**src/rtl/spiHdrPkg.sv**
```systemverilog
package spiHdrPkg;
  localparam int BYTE_W    = 8;
  localparam int ADDR_W    = 16;
  localparam int IRQ_BYTES = 3;
  localparam int IRQ_W     = IRQ_BYTES * BYTE_W;
  localparam int CNT_W     = $clog2(BYTE_W);
  localparam int CMD_W     = 3;
  localparam int LO_W      = BYTE_W - CMD_W;          // low address bits in byte 1
  localparam int EXT_W     = ADDR_W - BYTE_W - LO_W;  // high address bits in byte 2

  localparam logic [CMD_W-1:0] CMD_RD  = 3'b010;
  localparam logic [CMD_W-1:0] CMD_RDW = 3'b011;
  localparam logic [CMD_W-1:0] CMD_WR  = 3'b100;
  localparam logic [CMD_W-1:0] CMD_EXT = 3'b110;

  typedef enum logic [2:0] {
    ST_HDR0, ST_HDR1, ST_HDR2, ST_READ, ST_WRITE, ST_SKIP
  } hdrState_t;

  typedef enum logic [1:0] {
    NX_KEEP, NX_IRQ1, NX_IRQ2, NX_ZERO
  } nextSel_t;

  typedef struct packed {
    logic     idle;
    logic     shiftIn;
    logic     byteStart;
    logic     shiftOut;
    logic     latchHi;
    logic     latchLo;
    logic     setAddr2;
    logic     setAddr3;
    logic     startRead;
    logic     fetchNext;
    logic     writeByte;
    nextSel_t nextSel;
  } strobes_t;
endpackage

```
**src/rtl/spiHdrCtrl.sv**
```systemverilog
module spiHdrCtrl
  import spiHdrPkg::*;
(
  input  logic             clk,
  input  logic             rstN,
  input  logic             sclk,
  input  logic             csN,
  input  logic [CMD_W-1:0] cmdBits,
  output strobes_t         stb
);
  logic             sclkQ;
  logic [CNT_W-1:0] bitCnt;
  hdrState_t        state, nextState;
  logic             rise, fall, byteDone, dispatch;

  assign rise     = !csN && sclk && !sclkQ;
  assign fall     = !csN && !sclk && sclkQ;
  assign byteDone = rise && (bitCnt == CNT_W'(BYTE_W - 1));

  always_ff @(posedge clk or negedge rstN) begin
    if (!rstN) begin
      sclkQ  <= 1'b1;
      bitCnt <= '0;
      state  <= ST_HDR0;
    end else begin
      sclkQ <= sclk;
      if (csN) begin
        bitCnt <= '0;
        state  <= ST_HDR0;
      end else begin
        if (rise) bitCnt <= bitCnt + 1'b1;
        if (byteDone) state <= nextState;
      end
    end
  end

  always_comb begin
    stb           = '0;
    stb.nextSel   = NX_KEEP;
    nextState     = state;
    dispatch      = 1'b0;
    stb.idle      = csN;
    stb.shiftIn   = rise;
    stb.byteStart = fall && (bitCnt == '0);
    stb.shiftOut  = fall && (bitCnt != '0);
    stb.fetchNext = stb.byteStart && (state == ST_READ);
    if (byteDone) begin
      case (state)
        ST_HDR0: begin
          stb.latchHi = 1'b1;
          stb.nextSel = NX_IRQ1;
          nextState   = ST_HDR1;
        end
        ST_HDR1: begin
          stb.latchLo = 1'b1;
          if (cmdBits == CMD_EXT) begin
            stb.nextSel = NX_IRQ2;
            nextState   = ST_HDR2;
          end else begin
            stb.setAddr2 = 1'b1;
            dispatch     = 1'b1;
          end
        end
        ST_HDR2: begin
          stb.setAddr3 = 1'b1;
          dispatch     = 1'b1;
        end
        ST_WRITE: stb.writeByte = 1'b1;
        default: ;
      endcase
      if (dispatch) begin
        case (cmdBits)
          CMD_RD: begin
            stb.startRead = 1'b1;
            nextState     = ST_READ;
          end
          CMD_RDW: begin
            stb.nextSel = NX_ZERO;
            nextState   = ST_READ;
          end
          CMD_WR: begin
            stb.nextSel = NX_ZERO;
            nextState   = ST_WRITE;
          end
          default: begin
            stb.nextSel = NX_ZERO;
            nextState   = ST_SKIP;
          end
        endcase
      end
    end
  end
endmodule

```
**src/rtl/spiHdrDatapath.sv**
```systemverilog
module spiHdrDatapath
  import spiHdrPkg::*;
(
  input  logic              clk,
  input  logic              rstN,
  input  strobes_t          stb,
  input  logic              mosi,
  input  logic [IRQ_W-1:0]  irqStatus,
  input  logic [BYTE_W-1:0] busRdata,
  output logic [BYTE_W-1:0] rxNext,
  output logic              miso,
  output logic [ADDR_W-1:0] busAddr,
  output logic              busRd,
  output logic              busWr,
  output logic [BYTE_W-1:0] busWdata
);
  logic [BYTE_W-2:0] rxShift;
  logic [BYTE_W-1:0] hiByte, nextTx, txShift;
  logic [LO_W-1:0]   loBits;
  logic [ADDR_W-1:0] curAddr, hdrAddr;
  logic              rdPending;

  assign rxNext = {rxShift, mosi};

  always_comb begin
    if (stb.setAddr3)
      hdrAddr = {rxNext[BYTE_W-1 -: EXT_W], hiByte, loBits};
    else
      hdrAddr = {{EXT_W{1'b0}}, hiByte, rxNext[BYTE_W-1 -: LO_W]};
  end

  always_ff @(posedge clk or negedge rstN) begin
    if (!rstN) begin
      rxShift   <= '0;
      hiByte    <= '0;
      loBits    <= '0;
      nextTx    <= '0;
      txShift   <= '0;
      curAddr   <= '0;
      rdPending <= 1'b0;
      miso      <= 1'b0;
      busAddr   <= '0;
      busRd     <= 1'b0;
      busWr     <= 1'b0;
      busWdata  <= '0;
    end else begin
      busRd     <= 1'b0;
      busWr     <= 1'b0;
      rdPending <= busRd;
      if (rdPending) nextTx <= busRdata;
      if (stb.idle) begin
        miso    <= 1'b0;
        rxShift <= '0;
        nextTx  <= irqStatus[BYTE_W-1:0];
      end else begin
        if (stb.shiftIn) rxShift <= rxNext[BYTE_W-2:0];
        if (stb.byteStart) begin
          miso    <= nextTx[BYTE_W-1];
          txShift <= {nextTx[BYTE_W-2:0], 1'b0};
        end
        if (stb.shiftOut) begin
          miso    <= txShift[BYTE_W-1];
          txShift <= {txShift[BYTE_W-2:0], 1'b0};
        end
        if (stb.latchHi) hiByte <= rxNext;
        if (stb.latchLo) loBits <= rxNext[BYTE_W-1 -: LO_W];
        case (stb.nextSel)
          NX_IRQ1: nextTx <= irqStatus[BYTE_W +: BYTE_W];
          NX_IRQ2: nextTx <= irqStatus[2*BYTE_W +: BYTE_W];
          NX_ZERO: nextTx <= '0;
          default: ;
        endcase
        if (stb.setAddr2 || stb.setAddr3)
          curAddr <= stb.startRead ? hdrAddr + 1'b1 : hdrAddr;
        if (stb.startRead) begin
          busRd   <= 1'b1;
          busAddr <= hdrAddr;
        end
        if (stb.fetchNext) begin
          busRd   <= 1'b1;
          busAddr <= curAddr;
          curAddr <= curAddr + 1'b1;
        end
        if (stb.writeByte) begin
          busWr    <= 1'b1;
          busAddr  <= curAddr;
          busWdata <= rxNext;
          curAddr  <= curAddr + 1'b1;
        end
      end
    end
  end
endmodule

```
**src/rtl/spiHdrSlave.sv**
```systemverilog
module spiHdrSlave
  import spiHdrPkg::*;
(
  input  logic              clk,
  input  logic              rstN,
  input  logic              sclk,
  input  logic              csN,
  input  logic              mosi,
  output logic              miso,
  input  logic [IRQ_W-1:0]  irqStatus,
  output logic [ADDR_W-1:0] busAddr,
  output logic              busRd,
  output logic              busWr,
  output logic [BYTE_W-1:0] busWdata,
  input  logic [BYTE_W-1:0] busRdata
);
  strobes_t          stb;
  logic [BYTE_W-1:0] rxNext;

  spiHdrCtrl u_ctrl (
    .clk     (clk),
    .rstN    (rstN),
    .sclk    (sclk),
    .csN     (csN),
    .cmdBits (rxNext[CMD_W-1:0]),
    .stb     (stb)
  );

  spiHdrDatapath u_dp (
    .clk       (clk),
    .rstN      (rstN),
    .stb       (stb),
    .mosi      (mosi),
    .irqStatus (irqStatus),
    .busRdata  (busRdata),
    .rxNext    (rxNext),
    .miso      (miso),
    .busAddr   (busAddr),
    .busRd     (busRd),
    .busWr     (busWr),
    .busWdata  (busWdata)
  );
endmodule

```
**config.mk**
```make
export PLATFORM = sky130hd
export DESIGN_NAME = spiHdrSlave
export DESIGN_NICKNAME = d
export VERILOG_FILES = /design/src/rtl/spiHdrPkg.sv /design/src/rtl/spiHdrCtrl.sv /design/src/rtl/spiHdrDatapath.sv /design/src/rtl/spiHdrSlave.sv
export SDC_FILE = /design/constraint.sdc
export NUM_CORES = 1
export LEC_CHECK = 0
export BUFFER_PORTS_ARGS = -buffer_cell sky130_fd_sc_hd__buf_2
export CORE_UTILIZATION = 26
export CTS_CLUSTER_SIZE = 20
export DETAILED_ROUTE_END_ITERATION = 7
export GPL_TIMING_DRIVEN = 0
export PLACE_DENSITY = 0.51
export SLEW_MARGIN = 10
export SYNTH_ARGS = -nofsm -noshare
export SYNTH_HDL_FRONTEND = slang
export SYNTH_SLANG_ARGS = --single-unit
export TNS_END_PERCENT = 20
```
**constraint.sdc**
```tcl
create_clock -name clk -period 3.6 [get_ports clk]
set_clock_uncertainty 0.05 [all_clocks]
set_input_delay 0.18 -clock clk [delete_from_list [all_inputs] [get_ports clk]]
set_output_delay 0.18 -clock clk [all_outputs]
set_load 0.03 [all_outputs]
```
==> results of run 1 <==
[cells in the final DEF (no fill, tap or decap), types with 4 or more instances in the layout]
master and count:
o31ai_1 8, and3_1 4, dfrtp_1 85, clkbuf_1 17
inv_1 7, nand4_1 7, nor2b_1 14, clkbuf_16 9
xnor2_1 11, nand2b_1 4, nor2_1 36, a221oi_1 10
a21o_1 8, mux2_2 22, buf_2 70, o21ai_0 18
nand2_1 81, a31oi_1 8, buf_1 4, xor2_1 4
mux2i_1 12, a21oi_1 42, ha_1 5, nand3_1 14
nor3_1 13
[how the worst max path moves through the flow]
| stage | to | slack, ns | cells past startpoint |
|---|---|---|---|
| floorplan | u_dp.curAddr[12] | 1.03 | 12 |
| global placement | u_dp.curAddr[12] | 0.70 | 12 |
| detailed placement | u_dp.curAddr[12] | 0.66 | 12 |
| CTS | u_dp.curAddr[12] | 0.64 | 12 |
| global route | u_dp.curAddr[12] | 0.52 | 12 |
| finish | u_dp.curAddr[12] | 0.67 | 12 |
[cells by family after synthesis]
family / count (synthesis) / share of synthesized area
AOI/OAI and AO/OA: 117 / 0.168
muxes: 34 / 0.0792
xor gates and xnor gates: 15 / 0.0283
and+or+nand+nor: 196 / 0.210
buffers and inverters: 39 / 0.0380
DFF: 86 / 0.464
adders and majority gates: 5 / 0.0135
[worst reg2reg max path, stage by stage (launching register included)]
cell	delay, ns
dfrtp_1	0.37
ha_1	0.17
ha_1	0.15
and4bb_4	0.29
and2_4	0.16
buf_8	0.13
mux2i_1	0.38
inv_1	0.08
ha_1	0.23
nand3_2	0.19
nor3_1	0.10
xor2_1	0.16
a221o_1	0.36
[state kept, by name (all words and copies together) (netlist names)]
name and flops:
u_ctrl.bitCnt 3, u_dp.busAddr 16, u_dp.txShift 7, u_dp.curAddr 16, u_dp.busWdata 8, u_dp.busWr 1, u_dp.busRd 1, u_dp.rxShift 7
u_dp.rdPending 1, u_dp.miso 1, u_dp.nextTx 8, u_dp.loBits 5, u_ctrl.state 3, u_dp.hiByte 8, u_ctrl.sclkQ 1
[where the power goes]
group,leakage (nW),internal (mW),total [mW],switching (mW)
clock,0.158,0.680,1.09,0.407
sequential,1.16,0.996,1.01,0.0175
combinational,1.27,0.0554,0.128,0.0728
total,2.59,1.73,2.23,0.497
[routing by layer]
| layer | wire (um) | global-route usage | vias up |
|---|---|---|---|
| li1 | - | - | 1903 |
| met1 | 6080 | 0.201 | 1933 |
| met2 | 5560 | 0.225 | 108 |
| met3 | 682 | 0.0325 | 19 |
| met4 | 233 | 0.0549 | 0 |
| met5 | 0 | 0 | - |
[per-stage QoR]
step                setup WS [ns]  total power [mW]   util  hold WS (ns)  area, um2
global placement            0.702              1.15  0.302         0.285       5240
finish                      0.666              2.23  0.325        0.0788       5630
global route                0.518              2.32  0.325        0.0844       5630
CTS                         0.642              2.26  0.325        0.0629       5630
floorplan                    1.03              1.09      -        -0.166       4650
detailed placement          0.658              1.16  0.303         0.143       5270
[layout make-up]
cell class                 instances  area (um2)
multi-input combinational        367        2320
clock inverter                     7         121
tap                              225         282
inverter                           7        26.3
fill                            1776       11700
timing repair buffer              65         360
clock buffer                       9         225
sequential                        86        2150
buffer                            32         150
==> impl_metrics.yaml, run 1 <==
place:
  gp_congestion: 0.824
  numPortBuffers: 62
  dp_hpwl_mm: 9.20
  dp_cells: 780
status:
  outcome: "finished clean"
critical_path:
  crit_fanout: 9
  cp_common_cell: "ha_1"
  cp.buffers_inverters: 2
  startpoint: "u_ctrl.bitCnt[0]"
  rr_startpoint: "u_ctrl.bitCnt[0]"
  crit_family: "simple AND/OR/NAND/NOR gates"
  cp_slowest_stage_delay_ns: 0.38
  worstSetupStartpointType: "flip-flop"
  timing.rr.end: "u_dp.curAddr[12]"
  worstRegToRegCells: 12
  end_kind: "flip-flop"
  r2r_setup_slack_ns: 0.67
  cp.arrival_ns: 3.11
  critPathRequiredTime_ns: 3.77
  critical_path_class: "reg2reg"
  crit_slowest_cell: "mux2i_1"
  cp_cell_sequence: "ha_1, ha_1, and4bb_4, and2_4, buf_8, mux2i_1, inv_1, ha_1, nand3_2, nor3_1, xor2_1, a221o_1"
yosys:
  synth_top_cells_by_area: "dfrtp_1, nand2_1, mux2_2"
  syn_nets: 534
  synth_warnings: 0
  ys_seq_area_frac: 0.464
  syn_area_mm2: 0.00465
  synthTopCellsByCount: "dfrtp_1, nand2_1, a21oi_1"
  synth-async-reset-ratio: 1.00
  yosysMostFrequentCell: "dfrtp_1"
  syn-instance-count: 492
  ys_ff_latch: 86
  synth_ff_type: "dfrtp_1"
  yosys.area.top_type: "dfrtp_1"
  avgSynthCellArea_um2: 9.44
  synth_edf_count: 0
  yosysTopAreaCellShare: 0.458
  yosys.cell_types.count: 58
hold_path:
  hold_path_depth: 3
  min_path_type: "in2reg"
  min_from: "irqStatus[4]"
  min_to: "u_dp.nextTx[4]"
routing:
  vias: 3963
  drt_iter0_markers: 319
  vias_per_cell: 4.97
  ant_nets: 0
  routed_wl_mm: 12.6
  wl_per_cell_um: 15.7
  drc: 0
  dr.pass1.iters: 5
global_routing:
  antenna_found_initial: 0
  grt_pass1_vias: 4027
  grt.total_usage: 0.147
  grt_pass1_wl_mm: 21.1
  grt_max_degree: 50
  grt-ovfl-total: 0
timing:
  min_period_over_period: 0.815
  fmax_mhz: 341
  hold_violations: 0
  fin_crit_ns: 2.93
  final_max_slew_viol_count: 0
  rsz0062_at_grt: "false"
  setup_tns_ns: 0
  slew_headroom: 0.529
  setup_viol: 0
  tightest_slew_ns: 0.702
floorplanning:
  die_x_um: 136
  core_mm2: 0.0174
  initial_core_util: 0.268
  die_area_mm2: 0.0184
  die_h_um: 136
  rows: 48
  ioPinCount: 64
clock_network:
  cts_resized: 0
  post_cts.repair.setup_buffers: 0
  cts_sinks: 86
  cts_root_buffer: "clkbuf_16"
  clock_latency_ns: 0.35
  path_clk_slew_ns: 0.07
  h-tree-depth: 3
  cts_buffers: 9
  clk_path_buf_depth: 2
  holdBufCountCts: 2
  cts_tree: "yes"
power_and_ir_drop:
  p_per_area_mw_per_mm2: 396
  leakagePower_nw: 2.59
  ir_drop_mv: 0.228
finish:
  nets: 610
  drive_gt1_frac: 0.230
  fin_cells: 798
  diodes: 0
  syn2layout_area_growth_pct: 21.3
run:
  max-cap-violations: 0
No activity file was read; power rests on OpenSTA's default activity.
==> run 2: changes to the inputs <==
==> constraint.sdc (replaced) <==
create_clock -name clk -period 2.9 [get_ports clk]
set_clock_uncertainty 0.05 [all_clocks]
set_input_delay 0.145 -clock clk [delete_from_list [all_inputs] [get_ports clk]]
set_output_delay 0.145 -clock clk [all_outputs]
set_load 0.03 [all_outputs]
==> run 2 against run 1 <==
Via count about the same. Cell count is the same. Cell area rose by 0.73%. Maximum frequency is 6.9% higher. Global-route usage about the same. Register-to-register slack lost 0.51 ns. Combinational power is 25% higher. Critical path depth unchanged. Sequential share of layout area fell by 0.28 points.
==> impl_metrics.yaml, run 2 (synthesis results as in run 1) <==
status:
  outcome: "finished clean"
critical_path:
  cp_cell_sequence: "ha_1, ha_1, and4bb_4, and2_4, buf_8, mux2i_4, inv_1, ha_1, nand3_4, nor3_2, xor2_1, a221o_1"
  timing.rr.end: "u_dp.curAddr[12]"
  rr_startpoint: "u_ctrl.bitCnt[0]"
  crit_slowest_cell: "dfrtp_1"
  crit_fanout: 9
  worstRegToRegCells: 12
  crit_family: "simple AND/OR/NAND/NOR gates"
  cp.arrival_ns: 2.92
  cp_common_cell: "ha_1"
  end_kind: "flip-flop"
  r2r_setup_slack_ns: 0.15
  cp.buffers_inverters: 2
  critical_path_class: "reg2reg"
  cp_slowest_stage_delay_ns: 0.40
  critPathRequiredTime_ns: 3.08
  worstSetupStartpointType: "flip-flop"
power_and_ir_drop:
  clock_power_share: 0.487
  leakagePower_nw: 2.60
  swShare: 0.223
  p_int_mw: 2.15
  power_frac_comb: 0.058
  power_frac_seq: 0.455
  ir_drop_mv: 0.284
  p_per_area_mw_per_mm2: 487
  switchingPower_mw: 0.615
routing:
  wl_per_cell_um: 15.6
  routed_wl_mm: 12.5
  ant_nets: 0
  vias: 3965
  vias_per_cell: 4.97
  drc: 0
  drt_iter0_markers: 316
  dr.pass1.iters: 5
floorplanning:
  die_h_um: 136
  die_area_mm2: 0.0184
  ioPinCount: 64
  core_mm2: 0.0174
  initial_core_util: 0.268
  die_x_um: 136
  rows: 48
finish:
  nets: 610
  layout_common_cells: "dfrtp_1, nand2_1, buf_2, a21oi_1, nor2_1"
  reg_top3: "u_dp.busAddr (16), u_dp.curAddr (16)"
  diodes: 0
  syn2layout_area_growth_pct: 22.2
  post-route-util: 0.327
  drive_gt1_frac: 0.239
  layout_commonest_cell: "dfrtp_1"
run:
  max-cap-violations: 0
hold_path:
  min_to: "u_dp.nextTx[4]"
  hold_path_depth: 3
  min_from: "irqStatus[4]"
  min_path_type: "in2reg"
clock_network:
  cts_sinks: 86
  clock_latency_ns: 0.35
  cts_tree: "yes"
  clk_path_buf_depth: 2
  path_clk_slew_ns: 0.07
  cts_root_buffer: "clkbuf_16"
  cts_buffers: 9
  h-tree-depth: 3
timing:
  hold_violations: 0
  setup_viol: 0
  setup_ws_ns: 0.155
  fin_crit_ns: 2.75
  slew_headroom: 0.520
  tightest_slew_ns: 0.715
  final_max_slew_viol_count: 0
  min_period_over_period: 0.947
  fmax_mhz: 364
global_routing:
  grt_pass1_vias: 4027
  met1_usage: 0.201
  top_usage_layer: "met2"
  antenna_found_initial: 0
  grtUsageMet2: 0.225
  grt_max_degree: 50
  grt_util_met3: 0.0325
  grt-ovfl-total: 0
  grt.total_usage: 0.147
  grt_pass1_wl_mm: 21.1
place:
  post-place-ws_ns: -0.0417
  gp_congestion: 0.824
  numPortBuffers: 62
  dp_hpwl_mm: 9.20
run 2: cell types whose count changed in the layout (fill, tap and decap cells not counted):
| cell | previous run | this run |
|---|---|---|
| mux2i_1 | 12 | 10 |
| mux2i_4 | 0 | 2 |
| nor3_2 | 1 | 2 |
| nand3_2 | 1 | 0 |
| nand2_2 | 0 | 1 |
| clkbuf_2 | 0 | 1 |
| clkbuf_1 | 17 | 16 |
| nor3_1 | 13 | 12 |
| nand3_4 | 0 | 1 |
| nand2_1 | 81 | 80 |
run 2: stage by stage:
step                setup TNS (ns)  cells  power (mW)  hold WS [ns]  cell area (um2)
floorplan                        0    492        1.36        -0.201             4650
global placement                 0    779        1.43         0.250             5240
detailed placement         -0.0417    780        1.44         0.108             5270
CTS                              0    798        2.81        0.0279             5640
global route              -0.00175    798        2.88        0.0494             5680
finish                           0    798        2.77        0.0438             5680
run 2: power by group through the flow:
stage	Combinational [mW]	Clock [mW]	Sequential [mW]
detailed placement	0.159	0	1.28
global placement	0.151	0	1.28
finish	0.160	1.35	1.26
global route	0.181	1.43	1.26
floorplan	0.0820	0	1.28
CTS	0.162	1.39	1.26
run 2: how the worst max path moves through the flow:
stage / start / endpoint / cells after the start
finish: u_ctrl.bitCnt[0] / u_dp.curAddr[12] / 12
global route: u_ctrl.bitCnt[0] / u_dp.curAddr[12] / 12
CTS: u_ctrl.bitCnt[0] / u_dp.curAddr[12] / 12
detailed placement: u_ctrl.bitCnt[0] / u_dp.curAddr[12] / 12
global placement: u_ctrl.bitCnt[0] / u_dp.curAddr[12] / 12
floorplan: u_ctrl.bitCnt[0] / u_dp.curAddr[12] / 12
run 2: worst reg2reg max path, stage by stage, from the launching register on:
cell and delay, ns:
dfrtp_1 0.40, ha_1 0.21, ha_1 0.18, and4bb_4 0.22, and2_4 0.15, buf_8 0.14, mux2i_4 0.20, inv_1 0.07
ha_1 0.23, nand3_4 0.16, nor3_2 0.17, xor2_1 0.09, a221o_1 0.35
run 2: layout make-up:
cell class                      instances  area, um2
Fill cell                            1775      11700
Multi-Input combinational cell        367       2360
Tap cell                              225        282
Timing Repair Buffer                   65        360
Inverter                                7       26.3
Sequential cell                        86       2150
Clock buffer                            9        225
Clock inverter                          7        121
Buffer                                 32        151
run 2: metal layers:
layer | up-vias | routed length, um
li1 | 1905 | -
met1 | 1929 | 6080
met2 | 114 | 5520
met3 | 17 | 666
met4 | 0 | 216
met5 | - | 0
run 2: what timing repair did:
action                     in CTS  in global routing
hold endpoints to repair       38                  0
setup endpoints to repair       1                 17
hold buffers                    2                  0
resized for setup               1                  8
setup buffers                   0                  0
==> run 3: changes to the inputs <==
--- a/config.mk
+++ b/config.mk
@@ -10,6 +10,7 @@
 export CTS_CLUSTER_SIZE = 20
 export DETAILED_ROUTE_END_ITERATION = 7
 export GPL_TIMING_DRIVEN = 0
+export MAX_ROUTING_LAYER = met4
 export PLACE_DENSITY = 0.51
 export SLEW_MARGIN = 10
 export SYNTH_ARGS = -nofsm -noshare
==> run 3 against run 2 <==
Via count fell by 0.30%. Total power fell by 2.2%. Cell count is 0.25% lower. Sequential power is essentially flat. First-iteration DRC count decreased by 16%. Cell area decreased by 0.42%. Non-clock buffer count unchanged. Utilization decreased by 0.14 points. Critical path type unchanged. Critical endpoint unchanged.
==> impl_metrics.yaml, run 3 (synthesis results as in run 1) <==
critical_path:
  crit_fanout: 9
  end_kind: "flip-flop"
  rr_startpoint: "u_ctrl.bitCnt[0]"
  timing.rr.end: "u_dp.curAddr[12]"
  critPathRequiredTime_ns: 3.08
  critical_path_class: "reg2reg"
  r2r_setup_slack_ns: 0.15
  cp.arrival_ns: 2.93
  worstSetupStartpointType: "flip-flop"
  worstRegToRegCells: 12
routing:
  vias: 3953
  ant_nets: 0
  routed_wl_mm: 12.4
  drc: 0
  drt_iter0_markers: 265
  wl_per_cell_um: 15.6
  vias_per_cell: 4.97
  dr.pass1.iters: 4
finish:
  nets: 610
  layout_common_cells: "dfrtp_1, nand2_1, buf_2, a21oi_1, nor2_1"
  diodes: 0
  layout_commonest_cell: "dfrtp_1"
  drive_gt1_frac: 0.235
  syn2layout_area_growth_pct: 21.7
  fin_cells: 796
  reg_top3: "u_dp.busAddr (16), u_dp.curAddr (16)"
timing:
  min_period_over_period: 0.948
  setup_viol: 0
  hold_violations: 0
  tightest_slew_ns: 0.685
  fmax_mhz: 364
  rsz0062_at_grt: "false"
  slew_headroom: 0.542
  setup_tns_ns: 0
  final_max_slew_viol_count: 0
  setup_ws_ns: 0.150
  fin_crit_ns: 2.75
power_and_ir_drop:
  power_frac_seq: 0.466
  p_per_area_mw_per_mm2: 478
  clock_power_share: 0.476
  power_frac_comb: 0.058
  leakagePower_nw: 2.60
  switchingPower_mw: 0.570
  p_int_mw: 2.13
  ir_drop_mv: 0.267
  swShare: 0.211
  total_power_mw: 2.70
global_routing:
  grt_pass1_vias: 4035
  grt_pass1_wl_mm: 20.9
  grt-ovfl-total: 0
  grt_max_degree: 49
  grt.total_usage: 0.151
  antenna_found_initial: 0
floorplanning:
  rows: 48
  ioPinCount: 64
  die_x_um: 136
  initial_core_util: 0.268
  die_h_um: 136
  core_mm2: 0.0174
  die_area_mm2: 0.0184
hold_path:
  min_from: "irqStatus[4]"
  hold_path_depth: 3
  min_to: "u_dp.nextTx[4]"
  min_path_type: "in2reg"
clock_network:
  clk_path_buf_depth: 2
  post_cts.repair.setup_buffers: 0
  cts_buffers: 9
  cts_root_buffer: "clkbuf_16"
  clock_latency_ns: 0.35
  cts_sinks: 86
  path_clk_slew_ns: 0.06
  cts_tree: "yes"
  h-tree-depth: 3
place:
  gp_congestion: 0.839
  dp_cells: 780
  numPortBuffers: 62
  post-place-ws_ns: -0.0524
  dp_hpwl_mm: 9.15
run:
  max-cap-violations: 0
status:
  outcome: "finished clean"
==> run 3: worst max-delay path, stage by stage, from the launching register on <==
cell	delay, ns
dfrtp_1	0.37
ha_1	0.16
ha_1	0.15
and4bb_4	0.29
and2_4	0.16
buf_8	0.15
mux2i_4	0.29
inv_1	0.07
ha_1	0.24
nand3_4	0.14
nor3_2	0.06
xor2_1	0.16
a221o_1	0.35
==> run 3: timing repair <==
action / CTS / global route
endpoints found under the setup margin: 1 / 10
endpoints found under the hold margin: 39 / 0
hold buffers: 2 / 0
gates resized for setup: 1 / 7
==> run 3: worst max path at each step <==
stage                           startpoint               end  cells after the start
after floorplan           u_ctrl.bitCnt[0]  u_dp.curAddr[12]                     12
after global placement    u_ctrl.bitCnt[0]  u_dp.curAddr[12]                     12
after detailed placement  u_ctrl.bitCnt[0]  u_dp.curAddr[12]                     12
after CTS                 u_ctrl.bitCnt[0]  u_dp.curAddr[12]                     12
after global routing      u_ctrl.bitCnt[0]   u_dp.curAddr[8]                     12
final                     u_ctrl.bitCnt[0]  u_dp.curAddr[12]                     12
==> run 3: layer usage <==
layer,wire [um],up-vias,global-route usage
li1,-,1904,-
met1,6100,1940,0.201
met2,5590,95,0.223
met3,530,14,0.0348
met4,183,0,0.0512
met5,0,-,-
==> run 3: per-stage QoR <==
stage / instance area, um2 / utilization / hold WS, ns
after CTS: 5620 / 0.324 / 0.0348
after floorplan: 4650 / - / -0.201
after global placement: 5240 / 0.302 / 0.250
final: 5650 / 0.326 / 0.0448
after detailed placement: 5270 / 0.303 / 0.116
after global routing: 5650 / 0.326 / 0.0514
==> run 3: layout make-up <==
type | count | area (um2)
inverter | 7 | 26.3
buffer | 32 | 151
fill | 1792 | 11700
timing repair buffer | 65 | 360
tap | 225 | 282
multi-input combinational | 367 | 2350
sequential | 86 | 2150
clock buffer | 9 | 225
clock inverter | 5 | 100
==> run 3: power by group through the flow <==
stage | clock [mW] | sequential (mW) | combinational, mW
CTS | 1.33 | 1.26 | 0.162
detailed placement | 0 | 1.28 | 0.159
global placement | 0 | 1.28 | 0.151
finish | 1.29 | 1.26 | 0.158
floorplan | 0 | 1.28 | 0.0820
global route | 1.37 | 1.26 | 0.184
